[src/rtl/vec_irq_arbiter_pkg.sv]
package vec_irq_arbiter_pkg;

  // Strobes issued by the control unit to the datapath each cycle.
  typedef struct packed {
    logic loadEnable;
    logic loadPending;
    logic loadGie;
    logic trapRaise;
    logic trapDrop;
    logic vecCapture;
  } ctrlStrobes_t;

endpackage

[src/rtl/vec_irq_arbiter_ctrl.sv]
module vec_irq_arbiter_ctrl
  import vec_irq_arbiter_pkg::*;
(
  input  logic         wrEnable,
  input  logic         wrPending,
  input  logic         gieWrite,
  input  logic         trapSet,
  input  logic         trapClr,
  input  logic         vecReq,
  output ctrlStrobes_t strobes
);

  always_comb begin
    strobes.loadEnable  = wrEnable;
    strobes.loadPending = wrPending;
    strobes.loadGie     = gieWrite;
    strobes.trapRaise   = trapSet;
    // A trap raised in the same cycle must not be lost to a clear.
    strobes.trapDrop    = trapClr & ~trapSet;
    strobes.vecCapture  = vecReq;
  end

endmodule

[src/rtl/vec_irq_arbiter_prio.sv]
module vec_irq_arbiter_prio #(
  parameter int NUM_SRC = 14,
  localparam int IDX_W  = (NUM_SRC > 1) ? $clog2(NUM_SRC) : 1
) (
  input  logic [NUM_SRC-1:0] active,
  output logic               anyActive,
  output logic [IDX_W-1:0]   winIdx
);

  // aboveAny[i] is 1 when some source with index >= i is active.
  logic [NUM_SRC:0]   aboveAny;
  logic [NUM_SRC-1:0] grant;

  assign aboveAny[NUM_SRC] = 1'b0;

  for (genvar i = NUM_SRC - 1; i >= 0; i--) begin : g_chain
    assign aboveAny[i] = aboveAny[i+1] | active[i];
    assign grant[i]    = active[i] & ~aboveAny[i+1];
  end

  assign anyActive = aboveAny[0];

  always_comb begin
    winIdx = '0;
    for (int i = 0; i < NUM_SRC; i++) begin
      if (grant[i]) winIdx = IDX_W'(i);
    end
  end

endmodule

[src/rtl/vec_irq_arbiter_dp.sv]
module vec_irq_arbiter_dp
  import vec_irq_arbiter_pkg::*;
#(
  parameter int         NUM_SRC  = 14,
  parameter logic [7:0] VEC_BASE = 8'hE0,
  localparam int         IDX_W    = (NUM_SRC > 1) ? $clog2(NUM_SRC) : 1,
  localparam logic [7:0] TRAP_OFS = VEC_BASE + 8'(2 * (NUM_SRC + 1))
) (
  input  logic               clk,
  input  logic               rstN,
  input  ctrlStrobes_t       strobes,
  input  logic [NUM_SRC-1:0] srcReq,
  input  logic [NUM_SRC-1:0] wrData,
  input  logic               gieData,
  output logic [NUM_SRC-1:0] enableBits,
  output logic [NUM_SRC-1:0] pendingBits,
  output logic               gieOut,
  output logic               trapPending,
  output logic               vecValid,
  output logic [7:0]         vecOffset
);

  logic [NUM_SRC-1:0] enableQ;
  logic [NUM_SRC-1:0] pendingQ;
  logic [NUM_SRC-1:0] pendingNext;
  logic               gieQ;
  logic               trapQ;
  logic               validQ;
  logic [7:0]         offsetQ;

  logic [NUM_SRC-1:0] activeSrc;
  logic               anyActive;
  logic [IDX_W-1:0]   winIdx;
  logic [7:0]         offsetNext;

  // Condition inputs are ORed after the software write so a set wins.
  always_comb begin
    pendingNext = strobes.loadPending ? wrData : pendingQ;
    pendingNext = pendingNext | srcReq;
  end

  always_ff @(posedge clk or negedge rstN) begin
    if (!rstN) begin
      enableQ  <= '0;
      pendingQ <= '0;
      gieQ     <= 1'b0;
      trapQ    <= 1'b0;
    end else begin
      if (strobes.loadEnable) enableQ <= wrData;
      pendingQ <= pendingNext;
      if (strobes.loadGie) gieQ <= gieData;
      if (strobes.trapRaise)     trapQ <= 1'b1;
      else if (strobes.trapDrop) trapQ <= 1'b0;
    end
  end

  assign activeSrc = pendingQ & enableQ & {NUM_SRC{gieQ}};

  vec_irq_arbiter_prio #(
    .NUM_SRC(NUM_SRC)
  ) u_prio (
    .active   (activeSrc),
    .anyActive(anyActive),
    .winIdx   (winIdx)
  );

  always_comb begin
    if (trapQ)          offsetNext = TRAP_OFS;
    else if (anyActive) offsetNext = VEC_BASE + 8'd2 + {winIdx, 1'b0};
    else                offsetNext = VEC_BASE;
  end

  always_ff @(posedge clk or negedge rstN) begin
    if (!rstN) begin
      validQ  <= 1'b0;
      offsetQ <= VEC_BASE;
    end else begin
      validQ <= strobes.vecCapture;
      if (strobes.vecCapture) offsetQ <= offsetNext;
    end
  end

  assign enableBits  = enableQ;
  assign pendingBits = pendingQ;
  assign gieOut      = gieQ;
  assign trapPending = trapQ;
  assign vecValid    = validQ;
  assign vecOffset   = offsetQ;

endmodule

[src/rtl/vec_irq_arbiter.sv]
module vec_irq_arbiter
  import vec_irq_arbiter_pkg::*;
#(
  parameter int         NUM_SRC  = 14,
  parameter logic [7:0] VEC_BASE = 8'hE0
) (
  input  logic               clk,
  input  logic               rstN,
  input  logic [NUM_SRC-1:0] srcReq,
  input  logic               wrEnable,
  input  logic               wrPending,
  input  logic [NUM_SRC-1:0] wrData,
  input  logic               gieWrite,
  input  logic               gieData,
  input  logic               trapSet,
  input  logic               trapClr,
  input  logic               vecReq,
  output logic [NUM_SRC-1:0] enableBits,
  output logic [NUM_SRC-1:0] pendingBits,
  output logic               gieOut,
  output logic               vecValid,
  output logic [7:0]         vecOffset
);

  ctrlStrobes_t strobes;
  logic         trapPending;

  vec_irq_arbiter_ctrl u_ctrl (
    .wrEnable (wrEnable),
    .wrPending(wrPending),
    .gieWrite (gieWrite),
    .trapSet  (trapSet),
    .trapClr  (trapClr),
    .vecReq   (vecReq),
    .strobes  (strobes)
  );

  vec_irq_arbiter_dp #(
    .NUM_SRC (NUM_SRC),
    .VEC_BASE(VEC_BASE)
  ) u_dp (
    .clk        (clk),
    .rstN       (rstN),
    .strobes    (strobes),
    .srcReq     (srcReq),
    .wrData     (wrData),
    .gieData    (gieData),
    .enableBits (enableBits),
    .pendingBits(pendingBits),
    .gieOut     (gieOut),
    .trapPending(trapPending),
    .vecValid   (vecValid),
    .vecOffset  (vecOffset)
  );

endmodule

[config.mk]
export PLATFORM = sky130hd
export DESIGN_NAME = vec_irq_arbiter
export DESIGN_NICKNAME = d
export VERILOG_FILES = /design/src/rtl/vec_irq_arbiter_pkg.sv /design/src/rtl/vec_irq_arbiter_ctrl.sv /design/src/rtl/vec_irq_arbiter_prio.sv /design/src/rtl/vec_irq_arbiter_dp.sv /design/src/rtl/vec_irq_arbiter.sv
export SDC_FILE = /design/constraint.sdc
export NUM_CORES = 1
export LEC_CHECK = 0
export BUFFER_PORTS_ARGS = -buffer_cell sky130_fd_sc_hd__buf_4
export CORE_MARGIN = 3
export CORE_UTILIZATION = 47
export CTS_BUF_LIST = sky130_fd_sc_hd__clkbuf_16
export DETAILED_ROUTE_END_ITERATION = 6
export GPL_ROUTABILITY_DRIVEN = 0
export GPL_TIMING_DRIVEN = 1
export PLACE_DENSITY = 0.79
export SLEW_MARGIN = 20
export SYNTH_ARGS = -nofsm -noshare
export SYNTH_HDL_FRONTEND = slang
export SYNTH_SLANG_ARGS = --single-unit
[constraint.sdc]
create_clock -name clk -period 1.9 [get_ports clk]
set_input_delay 0.19 -clock clk [delete_from_list [all_inputs] [get_ports clk]]
set_output_delay 0.19 -clock clk [all_outputs]
set_load 0.05 [all_outputs]
Word level (Yosys, flattened, before mapping):

Cells that the tools add are included.

* add/subtract/negate cells: 1
* multipliers: 0
* divide/modulo/power cells: 0
* order comparisons: 0
* eq/ne operators: 0
* shift-type cells: 0
* muxes and demuxes: 18
* bitwise gates (word level): 42
* reduce and logical (&&, ||, !) cells: 1

Operators by type and width (number)
* $mux 4: 12
* $and 14x14->14: 2
* $mux 8: 2
* $mux 14: 1
* $or 14x14->14: 1
* $and 1x1->1: 13
* $not 1->1: 13
* $or 1x1->1: 13
* $add 6x6->7 const A: 1
* $mux 1: 3
* $reduce_bool 2->1: 1

* bits in registers: 39
* bits in latches: 0
* bits in writable memories: 0
* ROM bits: 0
* output and inout port bits: 38
* logic and storage cells: 68
* memories: 0

Longest topological paths before layout:

Gate-level depths: netlist (run 1).

* depth after elaboration: 31
* gate-level depth with buffers: 9
* depth with buffers taken out: 9

Hierarchy:

From an unflattened synthesis (run 1), not the netlist that was laid out.

* cells, all modules: 155
* area total of the unflattened synthesis: 1811.7 um2

By module, submodules not included
* vec_irq_arbiter_dp: times used 1, cells an instance 128, area an instance 1626.6 um2
* vec_irq_arbiter_prio: times used 1, cells an instance 21, area an instance 133.9 um2
* vec_irq_arbiter_ctrl: times used 1, cells an instance 6, area an instance 51.3 um2

Worst setup path after synthesis (run 1):

No wires, ideal clock.

* path kind: register -> register
* start: reg u_dp.enableQ[13], in the netlist u_dp.enableBits[13]
* end: reg u_dp.offsetQ[3], in the netlist u_dp.vecOffset[3]
* setup time: 0.125 ns
* data arrival time: 1.896 ns
* data required time: 1.775 ns
* path slack: -0.121 ns
* stages on the path, launching flop included: 10
* path buffers: 0
* clock period less this slack: 2.021 ns
* path through: dfrtp_1 -> a22o_2 -> nand2_1 -> a32oi_1 -> nor2b_1 -> o21bai_1 -> ha_1 -> and3_1 -> o21ai_1 -> a21oi_1

* longest elaborated chain between the ends: 31
* elaborated cells on any way between the ends: 55
* classes of those cells: add/sub: 1; mux: 15; bitwise: 39

Ends and longest elaborated chain
* from (decl): line vec_irq_arbiter_dp.sv:23 `logic [NUM_SRC-1:0] enableQ;`
* from (signal assigned): line vec_irq_arbiter_dp.sv:49 `if (strobes.loadEnable) enableQ <= wrData;`
* $and 14x14->14 * (2 in series): line vec_irq_arbiter_dp.sv:57 `assign activeSrc = pendingQ & enableQ & {NUM_SRC{gieQ}};`
* $or 1x1->1 (11 in series): line vec_irq_arbiter_prio.sv:17 `assign aboveAny[i] = aboveAny[i+1] | active[i];`
* $not 1->1: line vec_irq_arbiter_prio.sv:18 `assign grant[i] = active[i] & ~aboveAny[i+1];`
* $and 1x1->1: line vec_irq_arbiter_prio.sv:18
* $mux 1: line vec_irq_arbiter_prio.sv:26 `if (grant[i]) winIdx = IDX_W'(i);`
* $mux 4 (12 in series): line vec_irq_arbiter_prio.sv:26
* $add 6x6->7: line vec_irq_arbiter_dp.sv:69 `else if (anyActive) offsetNext = VEC_BASE + 8'd2 + {winIdx, 1'b0};`
* $mux 8 *: line vec_irq_arbiter_dp.sv:69
* $mux 8 *: line vec_irq_arbiter_dp.sv:68 `if (trapQ) offsetNext = TRAP_OFS;`
* to (signal assigned): line vec_irq_arbiter_dp.sv:79 `if (strobes.vecCapture) offsetQ <= offsetNext;`
* to (decl): line vec_irq_arbiter_dp.sv:29 `logic [7:0] offsetQ;`

Every way passes the cells marked *; elsewhere a longest branch is shown, timed or not.
A chain may end at the register's enable or synchronous reset.

Worst setup path after layout (run 1):

* start: reg u_dp.pendingQ[4], in the netlist u_dp.pendingBits[4]
* end: reg u_dp.offsetQ[3], in the netlist u_dp.vecOffset[3]

* longest elaborated chain between the ends: 23
* elaborated cells on any way between the ends: 30
* classes of those cells: add/sub: 1; mux: 15; bitwise: 14

Ends and longest elaborated chain
* from (decl): line vec_irq_arbiter_dp.sv:24 `logic [NUM_SRC-1:0] pendingQ;`
* from (signal assigned): line vec_irq_arbiter_dp.sv:50 `pendingQ <= pendingNext;`
* $and 14x14->14 * (2 in series): line vec_irq_arbiter_dp.sv:57
* $or 1x1->1 (3 in series): line vec_irq_arbiter_prio.sv:17
* $not 1->1: line vec_irq_arbiter_prio.sv:18
* $and 1x1->1: line vec_irq_arbiter_prio.sv:18
* $mux 1: line vec_irq_arbiter_prio.sv:26
* $mux 4 (12 in series): line vec_irq_arbiter_prio.sv:26
* $add 6x6->7: line vec_irq_arbiter_dp.sv:69
* $mux 8 *: line vec_irq_arbiter_dp.sv:69
* $mux 8 *: line vec_irq_arbiter_dp.sv:68

Marked as above.

==> results by group, run 1 <==
Status
  • Status: complete, no violations

Logic synthesis
  • Count of unique library cells instantiated by Yosys: 34
  • Yosys top cell by area: dfrtp_1
  • FFs w/ async S/R, synth: 1.00
  • Yosys reg bits: 37
  • Synthesis Warnings: 0
  • Seq/Total Area, Yosys: 0.537
  • Area contributors post-synth: dfrtp_1, mux2_2, a211o_1
  • Top cell type's share of synthesized area: 0.507
  • Cell count after synthesis: 150
  • Synthesized area per cell: around 12 sq um
  • Synthesized cell area: 1730 sq um
  • Top_reg_cell synth: dfrtp_1
  • Post-synth EDFFs: 0
  • Syn_nets: 188

GRT
  • Total GRT Usage: 0.209
  • Largest net degree at the start of global routing: 38
  • Vias in the first global route: 1,517
  • Grt ovf: 0
  • Initial antenna violation count: 0
  • First-pass GRT wire length: ~7000 microns

Timing
  • Setup-failing EPs final: 0
  • Fin. Hold Viols: 0
  • Setup TNS: 0 ps
  • Highest Clock Rate: between 500 and 600 MHz
  • Worst Skew: approximately 2.1 ps
  • Unrepaired setup endpoints after global routing: true
  • Hold slack: between 80 and 90 ps
  • Minimum clock period: 1840 ps
  • Final count of pins violating max slew: 0
  • Period utilisation layout: 0.970
  • Post-route setup slack: 57.2 ps

Placement
  • IO buf count: 73
  • Placed cell areas: roughly 2300 sq um
  • DP HPWL: around 3300 microns
  • Post-place setup slack: -21.8 ps
  • Placed cells: between 200 and 300

Clock network
  • Clock-pin slew on the worst setup and hold paths: about 50 ps
  • H-tree Lvls: 2
  • Clk sinks: 37
  • Clock Tree Root: clkbuf_16
  • CTS tree: done
  • Longest Clk Path Bufs: 2
  • Clk_lat worst skew: between 200 and 300 ps
  • TritonCTS Buffers: 5

Cells and area
  • Most frequent cells in the layout: buf_4, dfrtp_1, nor2b_1, mux2_2, a211o_1
  • Final instance area: between 2000 and 3000 sq um
  • Post-Layout Cell Count: approximately 280
  • Nets: 273
  • Most common cell after layout, fill and taps aside: buf_4
  • Ratio of cells with drive above 1 in the final layout: 0.562
  • # fillers: ~230
  • Synth-to-Final Area Change: 50.1%
  • Final core utilization: 0.754
  • N_diodes: 0

Worst setup path
  • CP Data Arrival Time: approximately 2000 ps
  • CP Capture Type: flip-flop
  • Cell type of the slowest stage on the worst timing path: dfrtp_2
  • Critical Path RT: 2100 ps
  • Setup Crit Path Kind: reg2reg
  • Max stage delay on crit path: ~420 ps
  • Critical Path Fanout Max: 3
  • Crit start category: flip-flop
  • CP cell instances: a22o_1 -> and2_1 -> o21ai_1 -> a22oi_1 -> a21oi_2 -> ha_4 -> and3_4 -> o21ai_2 -> a21oi_1

Floorplanning
  • Chip height: ~67 microns
  • Row Count: 21
  • I/O Pins: 75
  • Die area: 4440 sq um
  • Core area: around 3400 sq um
  • Die width: approximately 67 microns
  • Initial core utilization: 0.502

Pwr
  • Leakage: between 1 and 1.5 nW
  • Part of the power in combinational logic: 0.307
  • Reg power frac: 0.388
  • Power Total: ~2.4 mW
  • Power per Cell Area: just over 900 nW/um^2
  • Sw frac: 0.324
  • Net switching power figure: between 700 and 800 uW
  • Max IR drop VDD: roughly 0.7 mV
  • Clk pwr share: 0.305
  • P_int: 1.64 mW

Detailed routing
  • Drt via density: 5.49
  • Via count: roughly 1,500
  • Antenna Nets Post-Route: 0
  • Detailed-router iteration count before antenna repair: 4
  • Final wirelength: 4630 microns
  • DRC viols: 0
  • Wire per inst: ~16 microns
  • Initial drt markers: between 100 and 150

Min path
  • Hold Crit Class: in2reg

Run
  • Max-cap viol count: 0
## layout make-up
type / count / area, sq um / area share
multi-input cells: 103 / 805 / 0.310
clock inverters: 2 / 7.51 / 0.00289
clock buffers: 5 / 125 / 0.0482
flip-flops and latches: 37 / 945 / 0.364
repair buffers: 86 / 648 / 0.250
well taps: 46 / 57.6 / 0.0222
inverters: 2 / 7.51 / 0.00289
## sequential cells by signal (all words and copies together) (netlist names)
name and flops:
u_dp.gieOut 1, u_dp.vecValid 1, u_dp.pendingBits 14, u_dp.trapPending 1
u_dp.vecOffset 6, u_dp.enableBits 14
## final timing paths
path	from	end	slack [ps]	cells past startpoint
max reg2reg	u_dp.pendingBits[4]	u_dp.vecOffset[3]	60	9
max	u_dp.pendingBits[4]	u_dp.vecOffset[3]	60	9
min reg2reg	u_dp.vecOffset[5]	u_dp.vecOffset[5]	510	2
min in group asynchronous	rstN	u_dp.pendingBits[11]	410	2
min	trapSet	u_dp.trapPending	90	2
max in group asynchronous	rstN	u_dp.enableBits[2]	1150	2
## layer usage
metal	share of wire	routed length, microns	vias up	track usage
li1	-	-	717	-
met1	0.40	1860	765	0.250
met2	0.54	2480	55	0.369
met3	0.054	248	5	0.0523
met4	0.0089	41	0	0.0609
met5	0	0	-	0
## power by group through the flow
stage,clock [mW],sequential [mW],combinational [mW]
2_1_floorplan,0,1.16,0.204
3_3_place_gp,0,0.941,0.651
3_5_place_dp,0,0.947,0.660
4_1_cts,0.748,0.936,0.668
5_1_grt,0.781,0.951,0.787
6_report,0.738,0.940,0.742
## Yosys cell counts (all sizes together) (2+ instances only)
cell type  instances
a211o             14
a21oi              6
a22o               7
a22oi              3
and2               4
buf                6
clkbuf             2
dfrtp             35
dfstp              2
inv                2
mux2              15
nand2             10
nor2               6
nor2b             15
o21ai              7
## worst max-delay path: cells and delay by family, from the launching register on
family / cells / cell delay, ps
DFF: 1 / 420
AOI/OAI and AO/OA: 6 / 860
and+or+nand+nor: 2 / 330
adders and majority gates: 1 / 160
## repair_timing
item / in CTS / in global routing
hold endpoints to repair: 35 / 0
setup buffers: 0 / 10
pin swaps: 0 / 9
hold buffers: 1 / 0
setup endpoints to repair: 1 / 3
resized for setup: 1 / 14
## cells by family (layout without fill, tap and decap cells)
group | after synthesis | after routing | share of synthesized area
adder cells (fa/ha/maj) | 1 | 1 | 0.00723
AND/OR/NAND/NOR | 41 | 41 | 0.127
buffers and inverters | 10 | 95 | 0.0304
multiplexers | 15 | 15 | 0.0977
other | 1 | 1 | 0.00217
flip-flops | 37 | 37 | 0.537
AO/OA/AOI/OAI | 45 | 45 | 0.198
Power figures use the tool's default switching activity.
==> run 2: changes to the inputs <==
--- a/config.mk
+++ b/config.mk
@@ -12,7 +12,7 @@
 export DETAILED_ROUTE_END_ITERATION = 6
 export GPL_ROUTABILITY_DRIVEN = 0
 export GPL_TIMING_DRIVEN = 1
-export PLACE_DENSITY = 0.79
+export PLACE_DENSITY_LB_ADDON = 0.25
 export SLEW_MARGIN = 20
 export SYNTH_ARGS = -nofsm -noshare
 export SYNTH_HDL_FRONTEND = slang
==> results by group, run 2 (synthesis gave the netlist of run 1 again) <==
Clock network
  • Clk sinks: 37 (unchanged)
  • Clock-pin slew on the worst setup and hold paths: 60 ps (was 50 ps)
  • Clk_lat worst skew: 280 ps (was 270 ps)
  • Longest Clk Path Bufs: 2 (unchanged)
  • CTS tree: done (unchanged)
  • Clock Tree Root: clkbuf_16 (unchanged)
  • TritonCTS Buffers: 5 (unchanged)
  • H-tree Lvls: 2 (unchanged)

Min path
  • Hold Path Origin: trapSet (unchanged)
  • Worst Hold Path Cells: 2 (unchanged)
  • Hold Crit Class: in2reg (unchanged)
  • WHS Endpoint: u_dp.trapPending (unchanged)

Worst setup path
  • Critical Path RT: 2100 ps (about the same)
  • Critical Path Fanout Max: 4 (was 3)
  • Reg2Reg Setup Slack: 60 ps (about the same)
  • Delay-heaviest family, CP: compound AO/OA/AOI/OAI gates (unchanged)
  • R2r startpoint: u_dp.pendingBits[4] (unchanged)
  • Max stage delay on crit path: 430 ps (was 420 ps)
  • Worst reg2reg endpoint: u_dp.vecOffset[3] (unchanged)
  • CP cell instances: a22o_1 -> and2_1 -> o21ai_2 -> a22oi_1 -> a21oi_1 -> ha_2 -> and3_1 -> o21ai_1 -> a21oi_1 (was a22o_1 -> and2_1 -> o21ai_1 -> a22oi_1 -> a21oi_2 -> ha_4 -> and3_4 -> o21ai_2 -> a21oi_1)
  • Most numerous cell on the critical path: a21oi_1
  • Crit start category: flip-flop (unchanged)
  • Worst path bufs/invs: 0 (unchanged)
  • CP Data Arrival Time: 2050 ps (was 2040 ps)
  • CP Capture Type: flip-flop (unchanged)
  • R2r worst-path depth: 9 (unchanged)
  • Cell type of the slowest stage on the worst timing path: dfrtp_2 (unchanged)
  • Setup Crit Path Kind: reg2reg (unchanged)

Detailed routing
  • Detailed-router iteration count before antenna repair: 4 (unchanged)
  • Initial drt markers: 93 (was 128)
  • Final wirelength: 4480 microns (was 4630 microns)
  • Via count: 1,501 (was 1,542)
  • Antenna Nets Post-Route: 0 (unchanged)
  • DRC viols: 0 (unchanged)
  • Drt via density: 5.44 (was 5.49)
  • Wire per inst: 16.2 microns (was 16.5 microns)

GRT
  • Vias in the first global route: 1,505 (was 1,517)
  • First-pass GRT wire length: 6840 microns (was 6960 microns)
  • Grt ovf: 0 (unchanged)
  • Initial antenna violation count: 0 (unchanged)
  • Largest net degree at the start of global routing: 38 (unchanged)
  • Total GRT Usage: 0.208 (was 0.209)

Floorplanning
  • I/O Pins: 75 (unchanged)
  • Chip height: 66.7 microns (unchanged)
  • Initial core utilization: 0.502 (unchanged)
  • Die area: 4440 sq um (unchanged)
  • Die width: 66.7 microns (unchanged)
  • Row Count: 21 (unchanged)
  • Core area: 3440 sq um (unchanged)

Timing
  • Worst Skew: 5.58 ps (was 2.13 ps)
  • Post-route setup slack: 55.7 ps (was 57.2 ps)
  • Fin. Hold Viols: 0 (unchanged)
  • Minimum clock period: 1840 ps (about the same)
  • Hold slack: 88.9 ps (was 89.9 ps)
  • Period utilisation layout: 0.971 (was 0.970)
  • Final count of pins violating max slew: 0 (unchanged)
  • Unrepaired setup endpoints after global routing: true (unchanged)
  • Setup-failing EPs final: 0 (unchanged)
  • Highest Clock Rate: 542 MHz (was 543 MHz)

Placement
  • DP HPWL: 3160 microns (was 3320 microns)
  • Placed cells: 263 (unchanged)
  • Placed cell areas: 2320 sq um (unchanged)
  • Post-place setup slack: 2.41 ps (was -21.8 ps)
  • IO buf count: 73 (unchanged)

Cells and area
  • Most common cell after layout, fill and taps aside: buf_4 (unchanged)
  • Ratio of cells with drive above 1 in the final layout: 0.535 (was 0.562)
  • Storage cell area: 945 sq um (unchanged)
  • Final instance area: 2550 sq um (was 2590 sq um)
  • Post-Layout Cell Count: 276 (was 281)
  • N_diodes: 0 (unchanged)
  • Synth-to-Final Area Change: 47.3% (was 50.1%)
  • # fillers: 239 (was 229)
  • Multi-input logic area: 769 sq um (was 805 sq um)
  • Nets: 267 (was 273)
  • Most frequent cells in the layout: buf_4, dfrtp_1, nor2b_1, mux2_2, a211o_1 (unchanged)

Pwr
  • Power per Cell Area: 995 nW/um^2 (was 933 nW/um^2)
  • Leakage: 1.15 nW (was 1.17 nW)
  • Max IR drop VDD: 0.707 mV (was 0.718 mV)

Status
  • Status: complete, no violations (unchanged)

Run
  • Max-cap viol count: 0 (unchanged)
-- run 2: cell types whose count changed in the layout (fill, tap and decap cells not counted), sizes merged --
cell	delta
buf	-6
bufinv	+1
-- run 2: final cells by class --
type                       count  area share
timing repair buffer          80       0.237
tap                           46      0.0226
clock inverter                 3      0.0152
sequential                    37       0.371
multi-input combinational    103       0.302
inverter                       2     0.00295
clock buffer                   5      0.0491
-- run 2: through the flow --
stage / setup TNS, ps / util / power, mW
after floorplan: 0 / - / 1.36
after global routing: -52.1 / 0.740 / 2.65
after global placement: 0 / 0.674 / 1.59
after CTS: 0 / 0.725 / 2.52
after detailed placement: 0 / 0.674 / 1.61
final: 0 / 0.740 / 2.53
-- run 2: how the worst max path moves through the flow --
stage,startpoint,end,slack (ps),cells after the start
CTS,u_dp.enableBits[4],u_dp.vecOffset[3],20,9
finish,u_dp.pendingBits[4],u_dp.vecOffset[3],60,9
floorplan,u_dp.enableBits[5],u_dp.vecOffset[3],7,9
detailed placement,u_dp.enableBits[3],u_dp.vecOffset[3],2,9
global route,u_dp.pendingBits[4],u_dp.vecOffset[3],-50,9
global placement,u_dp.enableBits[3],u_dp.vecOffset[3],60,9
-- run 2: timing repair --
item | 4_1_cts | 5_1_grt
buffers inserted | 0 | 4
hold buffers | 1 | 0
pin swaps | 0 | 3
endpoints found under the setup margin | 1 | 3
resized for setup | 1 | 7
hold endpoints to repair | 35 | 0
-- run 2: layer usage --
layer / up-vias / track usage / share of wire
met3: 10 / 0.0371 / 0.054
li1: 705 / - / -
met5: - / 0 / 0
met2: 52 / 0.356 / 0.52
met4: 0 / 0.107 / 0.022
met1: 734 / 0.246 / 0.40
-- run 2: worst register-to-register path, cell delays in order, from the launching register on --
cell	delay (ps)
dfrtp_2	430
a22o_1	270
and2_1	180
o21ai_2	120
a22oi_1	90
a21oi_1	150
ha_2	200
and3_1	150
o21ai_1	60
a21oi_1	120
-- run 2: report_power, final --
part           leakage [nW]  total [mW]  internal [mW]  switching [mW]
clock                0.0850       0.904          0.611           0.293
combinational         0.678       0.693          0.274           0.418
sequential            0.390       0.937          0.861          0.0758
